--- src/rtl/dcpwm_pkg.sv ---
package dcpwm_pkg;
   typedef enum logic {
      PER_IDLE = 1'b0,
      PER_RUN  = 1'b1
   } per_state_e;
endpackage

--- src/rtl/dcpwm_period_ctr.sv ---
module dcpwm_period_ctr
   import dcpwm_pkg::*;
#(
   parameter int WIDTH = 16
) (
   input  logic             clk,
   input  logic             rst,
   input  logic             run,
   input  logic             cnt_en,
   input  logic [WIDTH-1:0] period_val,
   output logic             reload_evt,
   output logic             running
);
   per_state_e       state_q;
   logic [WIDTH-1:0] cnt_q;

   assign reload_evt = run && ((state_q == PER_IDLE) || (cnt_en && (cnt_q == '0)));
   assign running    = (state_q == PER_RUN);

   always_ff @(posedge clk) begin
      if (rst || !run) begin
         state_q <= PER_IDLE;
         cnt_q   <= '0;
      end else if (reload_evt) begin
         state_q <= PER_RUN;
         cnt_q   <= period_val;
      end else if (cnt_en) begin
         cnt_q   <= cnt_q - WIDTH'(1);
      end
   end

   // a nonzero count steps down by exactly one on an enabled clock
   assert_step_down_R3: assert property (@(posedge clk) disable iff (rst)
      (run && running && cnt_en && cnt_q != '0) |=> (cnt_q == $past(cnt_q) - WIDTH'(1)));

   // without the enable strobe the running count holds
   assert_hold_no_en_R4: assert property (@(posedge clk) disable iff (rst)
      (run && running && !cnt_en) |=> $stable(cnt_q));

   // halting clears the counter
   assert_halt_clear_R10: assert property (@(posedge clk) disable iff (rst)
      !run |=> (cnt_q == '0 && !running));
endmodule

--- src/rtl/dcpwm_width_ctr.sv ---
module dcpwm_width_ctr #(
   parameter int WIDTH = 16
) (
   input  logic             clk,
   input  logic             rst,
   input  logic             run,
   input  logic             cnt_en,
   input  logic             reload_evt,
   input  logic [WIDTH-1:0] period_val,
   input  logic [WIDTH-1:0] duty_val,
   output logic             out_q
);
   localparam int SW = WIDTH + 1;

   logic [SW-1:0] limit;
   logic [SW-1:0] duty_ext;
   logic [SW-1:0] load_val;
   logic [SW-1:0] cnt_q;

   assign limit    = {1'b0, period_val} + SW'(1);
   assign duty_ext = {1'b0, duty_val};
   assign load_val = (duty_ext > limit) ? limit : duty_ext;

   always_ff @(posedge clk) begin
      if (rst || !run) begin
         cnt_q <= '0;
         out_q <= 1'b0;
      end else begin
         if (cnt_en) out_q <= (cnt_q != '0);
         if (reload_evt)
            cnt_q <= load_val;
         else if (cnt_en && cnt_q != '0)
            cnt_q <= cnt_q - SW'(1);
      end
   end

   // the output only rises on an enabled count clock
   assert_rise_on_en_R5: assert property (@(posedge clk) disable iff (rst)
      $rose(out_q) |-> $past(cnt_en));

   // an exhausted one-shot stays at zero until the next reload
   assert_zero_hold_R6: assert property (@(posedge clk) disable iff (rst)
      (run && !reload_evt && cnt_q == '0) |=> (cnt_q == '0));

   // halting forces the output inactive
   assert_halt_low_R10: assert property (@(posedge clk) disable iff (rst)
      !run |=> !out_q);
endmodule

--- src/rtl/dual_counter_pwm.sv ---
module dual_counter_pwm #(
   parameter int WIDTH = 16
) (
   input  logic             clk,
   input  logic             rst,
   input  logic             cnt_en,
   input  logic             run,
   input  logic             period_we,
   input  logic [WIDTH-1:0] period_wdata,
   input  logic             duty_we,
   input  logic [WIDTH-1:0] duty_wdata,
   output logic             tick,
   output logic             pwm_out
);
   generate
      if (WIDTH < 2) begin : g_bad_width
         $error("dual_counter_pwm: WIDTH must be at least 2");
      end
   endgenerate

   logic [WIDTH-1:0] period_q;
   logic [WIDTH-1:0] duty_q;
   logic             reload_evt;
   logic             running;
   logic             tick_q;

   always_ff @(posedge clk) begin
      if (rst) begin
         period_q <= '0;
         duty_q   <= '0;
         tick_q   <= 1'b0;
      end else begin
         if (period_we) period_q <= period_wdata;
         if (duty_we)   duty_q   <= duty_wdata;
         tick_q <= reload_evt;
      end
   end

   dcpwm_period_ctr #(.WIDTH(WIDTH)) u_period (
      .clk        (clk),
      .rst        (rst),
      .run        (run),
      .cnt_en     (cnt_en),
      .period_val (period_q),
      .reload_evt (reload_evt),
      .running    (running)
   );

   dcpwm_width_ctr #(.WIDTH(WIDTH)) u_width (
      .clk        (clk),
      .rst        (rst),
      .run        (run),
      .cnt_en     (cnt_en),
      .reload_evt (reload_evt),
      .period_val (period_q),
      .duty_val   (duty_q),
      .out_q      (pwm_out)
   );

   assign tick = tick_q;

   // a start from the stopped state always yields a tick next clock
   assert_start_tick_R2: assert property (@(posedge clk) disable iff (rst)
      (run && !running) |=> tick);

   // no tick follows a clock where run was low
   assert_no_tick_halted_R10: assert property (@(posedge clk) disable iff (rst)
      tick |-> $past(run));
endmodule

--- config.mk ---
export PLATFORM = sky130hd
export DESIGN_NAME = dual_counter_pwm
export DESIGN_NICKNAME = d
export VERILOG_FILES = /design/src/rtl/dcpwm_pkg.sv /design/src/rtl/dcpwm_period_ctr.sv /design/src/rtl/dcpwm_width_ctr.sv /design/src/rtl/dual_counter_pwm.sv
export SDC_FILE = /design/constraint.sdc
export NUM_CORES = 1
export LEC_CHECK = 0
export CAP_MARGIN = 20
export CORE_MARGIN = 3
export CORE_UTILIZATION = 28
export DETAILED_ROUTE_END_ITERATION = 8
export HOLD_SLACK_MARGIN = 0.08
export PLACE_DENSITY = 0.42
export SYNTH_ARGS = -nofsm -noshare
export SYNTH_HDL_FRONTEND = slang
export SYNTH_SLANG_ARGS = --single-unit
--- constraint.sdc ---
create_clock -name clk -period 7.36 [get_ports clk]
set_input_delay 1.472 -clock clk [delete_from_list [all_inputs] [get_ports clk]]
set_output_delay 1.472 -clock clk [all_outputs]
set_load 0.01 [all_outputs]
# Yosys cells after proc, flatten, opt, wreduce, memory -nomap -nowiden
# Cells that the tools add are included.
# totals
regBits,68
latch_bits,0
ramBits,0
romBits,0
memories,0
# op_classes
add_sub_neg,3
multipliers,0
n_div,0
n_lt_le_gt_ge,1
eq_ne,0
n_shift,0
mux,5
bitwise_logic,1
reduce_logical,10
# op_table
cell,count
$mux 17,3
$mux 16,2
$add 16x1->17 const B,1
$gt 16x17->1,1
$reduce_bool 17->1,1
$sub 17x1->17 const B,1
$logic_not 16->1,1
$sub 16x1->16 const B,1
$reduce_bool 2->1,2
$logic_and 1x1->1,3
$logic_or 1x1->1,2
$logic_not 1->1,1
$not 1->1,1

# Logic depth before layout (Yosys ltp)
# Gate-level depths: netlist (run 1).
# logic_depth
ltp_word,5
mapped_depth,15
mapped_depth_nobuf,13

# By module
# A second synthesis (run 1) with hierarchy kept.
# hier_totals
hier_cells,459
area_unflattened_um2,4067.7
# by_module_without_submodules
module,n_inst,cells_each,area_each_um2,seq_area_each_um2
dcpwm_width_ctr,1,238,1899.3,360.3
dual_counter_pwm,1,106,1188.6,660.6
dcpwm_period_ctr,1,115,979.7,340.3

# Worst setup path after synthesis (run 1)
# OpenSTA, ideal clock, no wires.
# synth_timing
path_kind,register -> register
start,register period_q[2]
end,register u_width.cnt_q[6]
arrival_time_ns,3.223
required_time_ns,7.230
setup_slack_ns,4.007
stages_incl_launch_ff,16
synth_period_minus_slack_ns,3.353
path_cell_list,dfxtp_1 -> and4_1 -> nand2_1 -> nor4_1 -> nand3_1 -> xor2_1 -> ha_1 -> and3_1 -> nand4_1 -> nor4_1 -> a221oi_2 -> nand2_1 -> buf_2 -> clkbuf_1 -> mux2i_1 -> o31ai_1
# synth_between
elab_chain_len,4
# synth_lines
item,line,rtl
"start, declared",dual_counter_pwm.sv:21,logic [WIDTH-1:0] period_q;
"start signal, assigned",dual_counter_pwm.sv:33,if (period_we) period_q <= period_wdata;
$add 16x1->17 *,dcpwm_width_ctr.sv:20,"assign limit = {1'b0, period_val} + SW'(1);"
$gt 16x17->1,dcpwm_width_ctr.sv:22,assign load_val = (duty_ext > limit) ? limit : duty_ext;
$mux 17 *,dcpwm_width_ctr.sv:22,
$mux 17 *,dcpwm_width_ctr.sv:30,if (reload_evt)
"end signal, assigned",dcpwm_width_ctr.sv:31,cnt_q <= load_val;
"end signal, assigned",dcpwm_width_ctr.sv:33,cnt_q <= cnt_q - SW'(1);
"end, declared",dcpwm_width_ctr.sv:18,logic [SW-1:0] cnt_q;
# Mark *: on every way between the ends. The rest lies on a longest branch, timed or not.
# A chain may end at the register's enable or synchronous reset.

# Worst setup path in the final report (run 1)
# layout_timing
start,register period_q[3]
end,register u_width.cnt_q[12]
# The elaborated chain is that of the path after synthesis.

==> flow_summary_export.csv, run 1 <==
group,metric,value,unit
cts,insertion_delay,0.33,ns
route,first_iter_violations,159,
critical_path,cp_max_fo,20,
timing,rsz0062_at_grt,"no",
cts,cts_resized,0,
pwr,powerDensity,238.9,mW/mm²
die,core_area,0.01335,mm²
placed_design,dpl.hpwl,8067,µm
placed_design,gp_congestion,0.8436,
yosys,synth_edf_count,0,
route,vias,3241,
cells_and_area,final_cell_mix,"68 x dfxtp_1, 62 x nor2_1, 39 x clkdlybuf4s50_1",
yosys,syn_area_per_cell,8.825,µm²
timing,slew_headroom,35.76,%
yosys,synth_cells,435,
global_routing,grt-ovfl-total,0,
yosys,ys.flop_type,"dfxtp_1",
placed_design,dp_worst_setup_slack,3.188,ns
timing,fin_ws,3.443,ns
die,num_rows,42,
cts,clockBufferDepth,2,
yosys,synth_cell_types,48,
timing,finalSetupTns,0,ns
cells_and_area,diodes,0,
yosys,syn-num-nets,492,
critical_path,critPathKind,"register to register",
timing,final_hold_viol_count,0,
hold_path,hold_class,"register to register",
die,start_util,28.76,%
flow_run,drv_cap,0,
placed_design,placedInstanceArea,0.004339,mm²
pwr,leakage,0.001792,µW
cts,post_cts_buffers,0,
global_routing,track_usage,15.15,%
critical_path,startpoint_type,"register",
yosys,ys_seq_area_share,35.46,%
global_routing,grt_max_degree,37,
global_routing,antenna_found_initial,0,
yosys,postSynth.asyncResetShare,0,%
pwr,finalPower,1113,µW
die,dieArea,0.01515,mm²
global_routing,grt_pass1_vias,3182,
cells_and_area,drive_gt1_share,6.424,%
cts,cts-htree-levels,3,
route,ant_nets,0,
timing,slew_viol_final,0,
cts,root_buffer,"clkbuf_16",
critical_path,end_kind,"register",
timing,fin_crit_sh,53.22,%
timing,tightest_slew,0.9606,ns
cts,cts.sinks,68,
pwr,vdd_ir_drop_max,0.0001225,V
cells_and_area,seq_area,0.001361,mm²
cells_and_area,syn2layout_area_growth,21.32,%
timing,max_freq,255.3,MHz
cells_and_area,final_common_cell,"dfxtp_1",
timing,finalClockSkew,0.004058,ns
cts,clkTransAtPathRegs,0.06,ns
cells_and_area,final_area,0.004657,mm²
die,die_h,123.1,µm
route,avgViaCountPerCell,5.040,
cells_and_area,fill_cells,1399,
cts,numCtsBuffers,9,
route,route.detailed.drc,0,
yosys,ys_ff_latch,68,
die,die_w,123.1,µm
route,avgRoutedWirePerCell,16.67,µm
route,drt_first_pass_iters,4,
placed_design,port_buffers,39,
yosys,synth.cell_area,0.003839,mm²
die,top_level_ports,40,
cells_and_area,num-nets-final,519,
cts,cts_tree,"done",
route,drt-total-wl,10720,µm
critical_path,required,7.61,ns
critical_path,crit_arrival,4.16,ns
timing,report.final.setup_viol,0,
global_routing,grt_pass1_wl,17640,µm
yosys,ys_warn_count,0,
timing,fin_hold_ws,0.4646,ns
cells_and_area,multi_input_comb_area,0.002315,mm²
run_status,status,"finished, final reports clean",
cts,holdBufCountCts,0,
timing,period_minus_slack,3.917,ns
==> per-layer routing <==
layer	part of all wire, %	track usage (%)	routed length (µm)
met1	48	20.07	5095
met2	49	25.01	5200
met3	2.5	3.339	266
met4	1.5	4.014	157
met5	0	0	0
==> power by group <==
group / leakage (µW) / switching (µW) / internal [µW]
Combinational: 0.00107 / 123 / 104
Sequential: 0.000559 / 29.5 / 392
Clock: 0.000159 / 160 / 304
==> synth_stat cells, types with 5 or more instances <==
| cell type | number | area, µm² |
|---|---|---|
| dfxtp_1 | 68 | 1361 |
| nor2_1 | 62 | 232.7 |
| mux2i_1 | 35 | 350.3 |
| nand2_1 | 26 | 97.59 |
| xnor2_1 | 24 | 210.2 |
| xor2_1 | 20 | 175.2 |
| ha_1 | 19 | 237.7 |
| a211oi_1 | 16 | 120.1 |
| clkbuf_1 | 15 | 56.30 |
| a21oi_1 | 14 | 70.07 |
| nor3_1 | 14 | 70.07 |
| nand4_1 | 13 | 81.33 |
| nand3_1 | 12 | 60.06 |
| inv_1 | 10 | 37.54 |
| or4_1 | 8 | 60.06 |
| a221oi_1 | 7 | 61.31 |
| nor4_1 | 7 | 43.79 |
| a31o_2 | 5 | 43.79 |
| o21ai_0 | 5 | 25.02 |
==> per-stage QoR <==
stage | cells | util, %
floorplan | 435 | -
global placement | 627 | 32.51
detailed placement | 627 | 32.51
CTS | 643 | 34.89
global route | 643 | 34.89
finish | 643 | 34.89
==> flip-flops by register name (all words and copies together), names as in the netlist <==
signal	cells
period_q	16
u_width.cnt_q	17
u_width.out_q	1
u_period.cnt_q	16
tick	1
duty_q	16
u_period.running	1
==> critical path, cell delays in order (launching register included) <==
cell and delay, ns:
dfxtp_1 0.40, and4_1 0.29, nand2_1 0.09, nor4_1 0.44, nand3_1 0.15, xor2_1 0.18
ha_1 0.30, and3_1 0.17, o21ai_0 0.13, a221oi_2 0.46, nand2_1 0.50, or4_1 0.62
o211ai_1 0.10
==> worst paths after layout <==
kind	from	end	slack, ns	cells after the start
setup / recovery	period_q[3]$_SDFFE_PP0P_	u_width.cnt_q[12]$_SDFFE_PP0P_	3.44	12
hold / removal	u_width.cnt_q[16]$_SDFFE_PP0P_	u_width.cnt_q[16]$_SDFFE_PP0P_	0.46	2
setup reg to reg	period_q[3]$_SDFFE_PP0P_	u_width.cnt_q[12]$_SDFFE_PP0P_	3.44	12
hold reg to reg	u_width.cnt_q[16]$_SDFFE_PP0P_	u_width.cnt_q[16]$_SDFFE_PP0P_	0.46	2
==> cell families after synthesis <==
logic type | Yosys count | share of synthesized area [%]
multiplexers | 35 | 9.127
adder cells (fa/ha/maj) | 19 | 6.193
AO/OA/AOI/OAI | 64 | 12.13
buffers and inverters | 35 | 4.237
AND/OR/NAND/NOR | 170 | 22.82
flip-flops | 68 | 35.46
XOR/XNOR | 44 | 10.04
==> area by class of cell <==
cell class / count / area share [%]
clock buffers: 11 / 5.212
well taps: 176 / 4.729
multi-input cells: 332 / 49.70
repair buffers: 41 / 8.705
inverters: 10 / 0.8060
flip-flops and latches: 68 / 29.23
clock inverters: 5 / 1.612
Note: power is estimated with default switching activity, not from simulation.
==> run 2: changes to the inputs <==
--- a/config.mk
+++ b/config.mk
@@ -10,7 +10,7 @@
 export CORE_UTILIZATION = 28
 export DETAILED_ROUTE_END_ITERATION = 8
 export HOLD_SLACK_MARGIN = 0.08
-export PLACE_DENSITY = 0.42
+export PLACE_DENSITY = 0.44
 export SYNTH_ARGS = -nofsm -noshare
 export SYNTH_HDL_FRONTEND = slang
 export SYNTH_SLANG_ARGS = --single-unit
==> constraint.sdc (replaced) <==
create_clock -name clk -period 3.2 [get_ports clk]
set_input_delay 0.64 -clock clk [delete_from_list [all_inputs] [get_ports clk]]
set_output_delay 0.64 -clock clk [all_outputs]
set_load 0.01 [all_outputs]
==> run 2 against run 1 <==
Effect of this change: clock-buffer cell count is 2 higher; worst hold slack worse by 0.0025 ns; critical path type unchanged; clock skew is 0.0021 ns higher; sequential power is 130% higher.
==> flow_summary_export.csv, run 2 (synthesis gave the netlist of run 1 again) <==
group,metric,value,unit
timing,slew_viol_final,0,
placed_design,dp_worst_setup_slack,-0.04388,ns
hold_path,hold_class,"register to register",
global_routing,grt_pass1_vias,3408,
cells_and_area,largest_reg_flops,17,
run_status,status,"finished, final reports clean",
timing,slew_headroom,64.21,%
pwr,comb_power_share,25.1,%
global_routing,grt-ovfl-total,0,
cts,cts-htree-levels,3,
timing,fin_crit_sh,97.26,%
die,start_util,28.76,%
timing,finalSetupTns,0,ns
cells_and_area,syn2layout_area_growth,32.63,%
route,ant_nets,0,
pwr,power_frac_seq,38.2,%
hold_path,whs_path_depth,2,
critical_path,critPathKind,"register to register",
cts,numCtsBuffers,9,
die,core_area,0.01335,mm²
cells_and_area,fin_util,38.14,%
cells_and_area,final_cell_mix,"61 x dfxtp_1, 60 x nor2_1, 39 x clkdlybuf4s50_1",
timing,finalClockSkew,0.006159,ns
critical_path,startpoint_type,"register",
pwr,net-switching-power,731.1,µW
timing,rsz0062_at_grt,"yes",
placed_design,port_buffers,39,
cts,insertion_delay,0.33,ns
timing,report.final.setup_viol,0,
route,drt_first_pass_iters,4,
placed_design,dpl.hpwl,8432,µm
die,dieArea,0.01515,mm²
global_routing,grt_pass1_wl,18000,µm
timing,tightest_slew,0.5319,ns
cts,clockBufferDepth,2,
timing,final_hold_viol_count,0,
cells_and_area,drive_gt1_share,19.28,%
pwr,power.share.clock,36.7,%
cells_and_area,num-nets-final,552,
placed_design,gp_congestion,0.9660,
route,route.detailed.drc,0,
critical_path,end_kind,"register",
timing,max_freq,321.3,MHz
cells_and_area,diodes,0,
critical_path,ff2ff_path_depth,13,
cells_and_area,final_common_cell,"dfxtp_1",
critical_path,required,3.45,ns
cts,clkTransAtPathRegs,0.05,ns
pwr,p_sw_share,29.02,%
route,first_iter_violations,87,
route,avgRoutedWirePerCell,16.47,µm
critical_path,regToRegSetupSlack,0.09,ns
route,drt-total-wl,11100,µm
critical_path,r2r_end,"u_width.cnt_q[8]$_SDFFE_PP0P_",
cts,cts_tree,"done",
cells_and_area,final_area,0.005091,mm²
global_routing,antenna_found_initial,0,
global_routing,track_usage,15.43,%
die,die_h,123.1,µm
critical_path,crit_arrival,3.36,ns
placed_design,placedInstanceArea,0.004561,mm²
pwr,vdd_ir_drop_max,0.0002324,V
die,num_rows,42,
hold_path,hp-start,"u_width.cnt_q[16]$_SDFFE_PP0P_",
global_routing,grt_max_degree,37,
timing,fin_ws,0.08758,ns
route,vias,3364,
critical_path,cp_max_fo,10,
die,top_level_ports,40,
hold_path,hold_path_end,"u_width.cnt_q[16]$_SDFFE_PP0P_",
cts,cts.sinks,68,
route,avgViaCountPerCell,4.991,
cts,root_buffer,"clkbuf_16",
timing,period_minus_slack,3.112,ns
pwr,leakage,0.002017,µW
cells_and_area,fill_cells,1381,
critical_path,r2r-start,"period_q[3]$_SDFFE_PP0P_",
pwr,powerDensity,494.9,mW/mm²
pwr,finalPower,2519,µW
cells_and_area,largest_register,"u_width.cnt_q",
pwr,cell_internal_pwr,1788,µW
flow_run,drv_cap,0,
die,die_w,123.1,µm
run 2: cell count changes in the layout (fill, tap and decap cells not counted), sizes merged:
cell / previous run / this run
buf: 2 / 34
clkinv: 3 / 0
clkinvlp: 0 / 1
clkbuf: 11 / 14
bufinv: 2 / 0
run 2: worst max-delay path by stage:
stage                             startpoint                        endpoint  cells after the start
global placement    period_q[1]$_SDFFE_PP0P_  u_width.cnt_q[11]$_SDFFE_PP0P_                     13
detailed placement  period_q[1]$_SDFFE_PP0P_   u_width.cnt_q[4]$_SDFFE_PP0P_                     12
floorplan           period_q[2]$_SDFFE_PP0P_   u_width.cnt_q[6]$_SDFFE_PP0P_                     15
global route        period_q[4]$_SDFFE_PP0P_  u_width.cnt_q[11]$_SDFFE_PP0P_                     12
finish              period_q[3]$_SDFFE_PP0P_   u_width.cnt_q[8]$_SDFFE_PP0P_                     13
CTS                 period_q[1]$_SDFFE_PP0P_   u_width.cnt_q[8]$_SDFFE_PP0P_                     14
run 2: layout make-up:
class	count	area, µm²	share of cell area [%]
clock inverters	1	7.507	0.1475
inverters	10	37.54	0.7373
clock buffers	13	270.3	5.308
multi-input cells	332	2502	49.15
flip-flops and latches	68	1370	26.91
repair buffers	74	683.2	13.42
well taps	176	220.2	4.325
run 2: through the flow:
| stage | hold slack, ns | std cells |
|---|---|---|
| 3_3_place_gp | 0.4438 | 654 |
| 4_1_cts | 0.4644 | 668 |
| 6_report | 0.4621 | 674 |
| 5_1_grt | 0.4892 | 674 |
| 2_1_floorplan | 0.4308 | 435 |
| 3_5_place_dp | 0.4560 | 654 |
run 2: worst max-delay path, stage by stage, from the launching register on:
cell	delay, ns
dfxtp_2	0.34
and4_4	0.25
nand2_4	0.06
or3_4	0.37
xor2_4	0.22
ha_4	0.27
nand4_1	0.17
nand2b_1	0.15
o21ai_2	0.08
a221oi_2	0.29
nand2_2	0.12
buf_12	0.16
or4_4	0.46
o211ai_1	0.08
run 2: what timing repair did:
item | 4_1_cts | 5_1_grt
pin swaps | 0 | 20
setup buffers | 0 | 5
gates cloned | 0 | 1
hold buffers | 0 | 0
setup endpoints to repair | 8 | 16
gates resized for setup | 2 | 39
run 2: power groups by stage:
stage                     Clock, µW  Sequential (µW)  Combinational [µW]
after floorplan                   0              960                 391
after global placement            0              977                 566
after detailed placement          0              977                 570
after CTS                       952              959                 576
after global routing            980              970                 703
final                           925              962                 632
run 2: per-layer routing:
metal	GRT usage, %	vias up	share of wire [%]
met5	0	-	0
met1	19.66	1599	46
li1	-	1690	-
met2	25.56	57	49
met3	3.431	18	3.4
met4	5.744	0	2.0
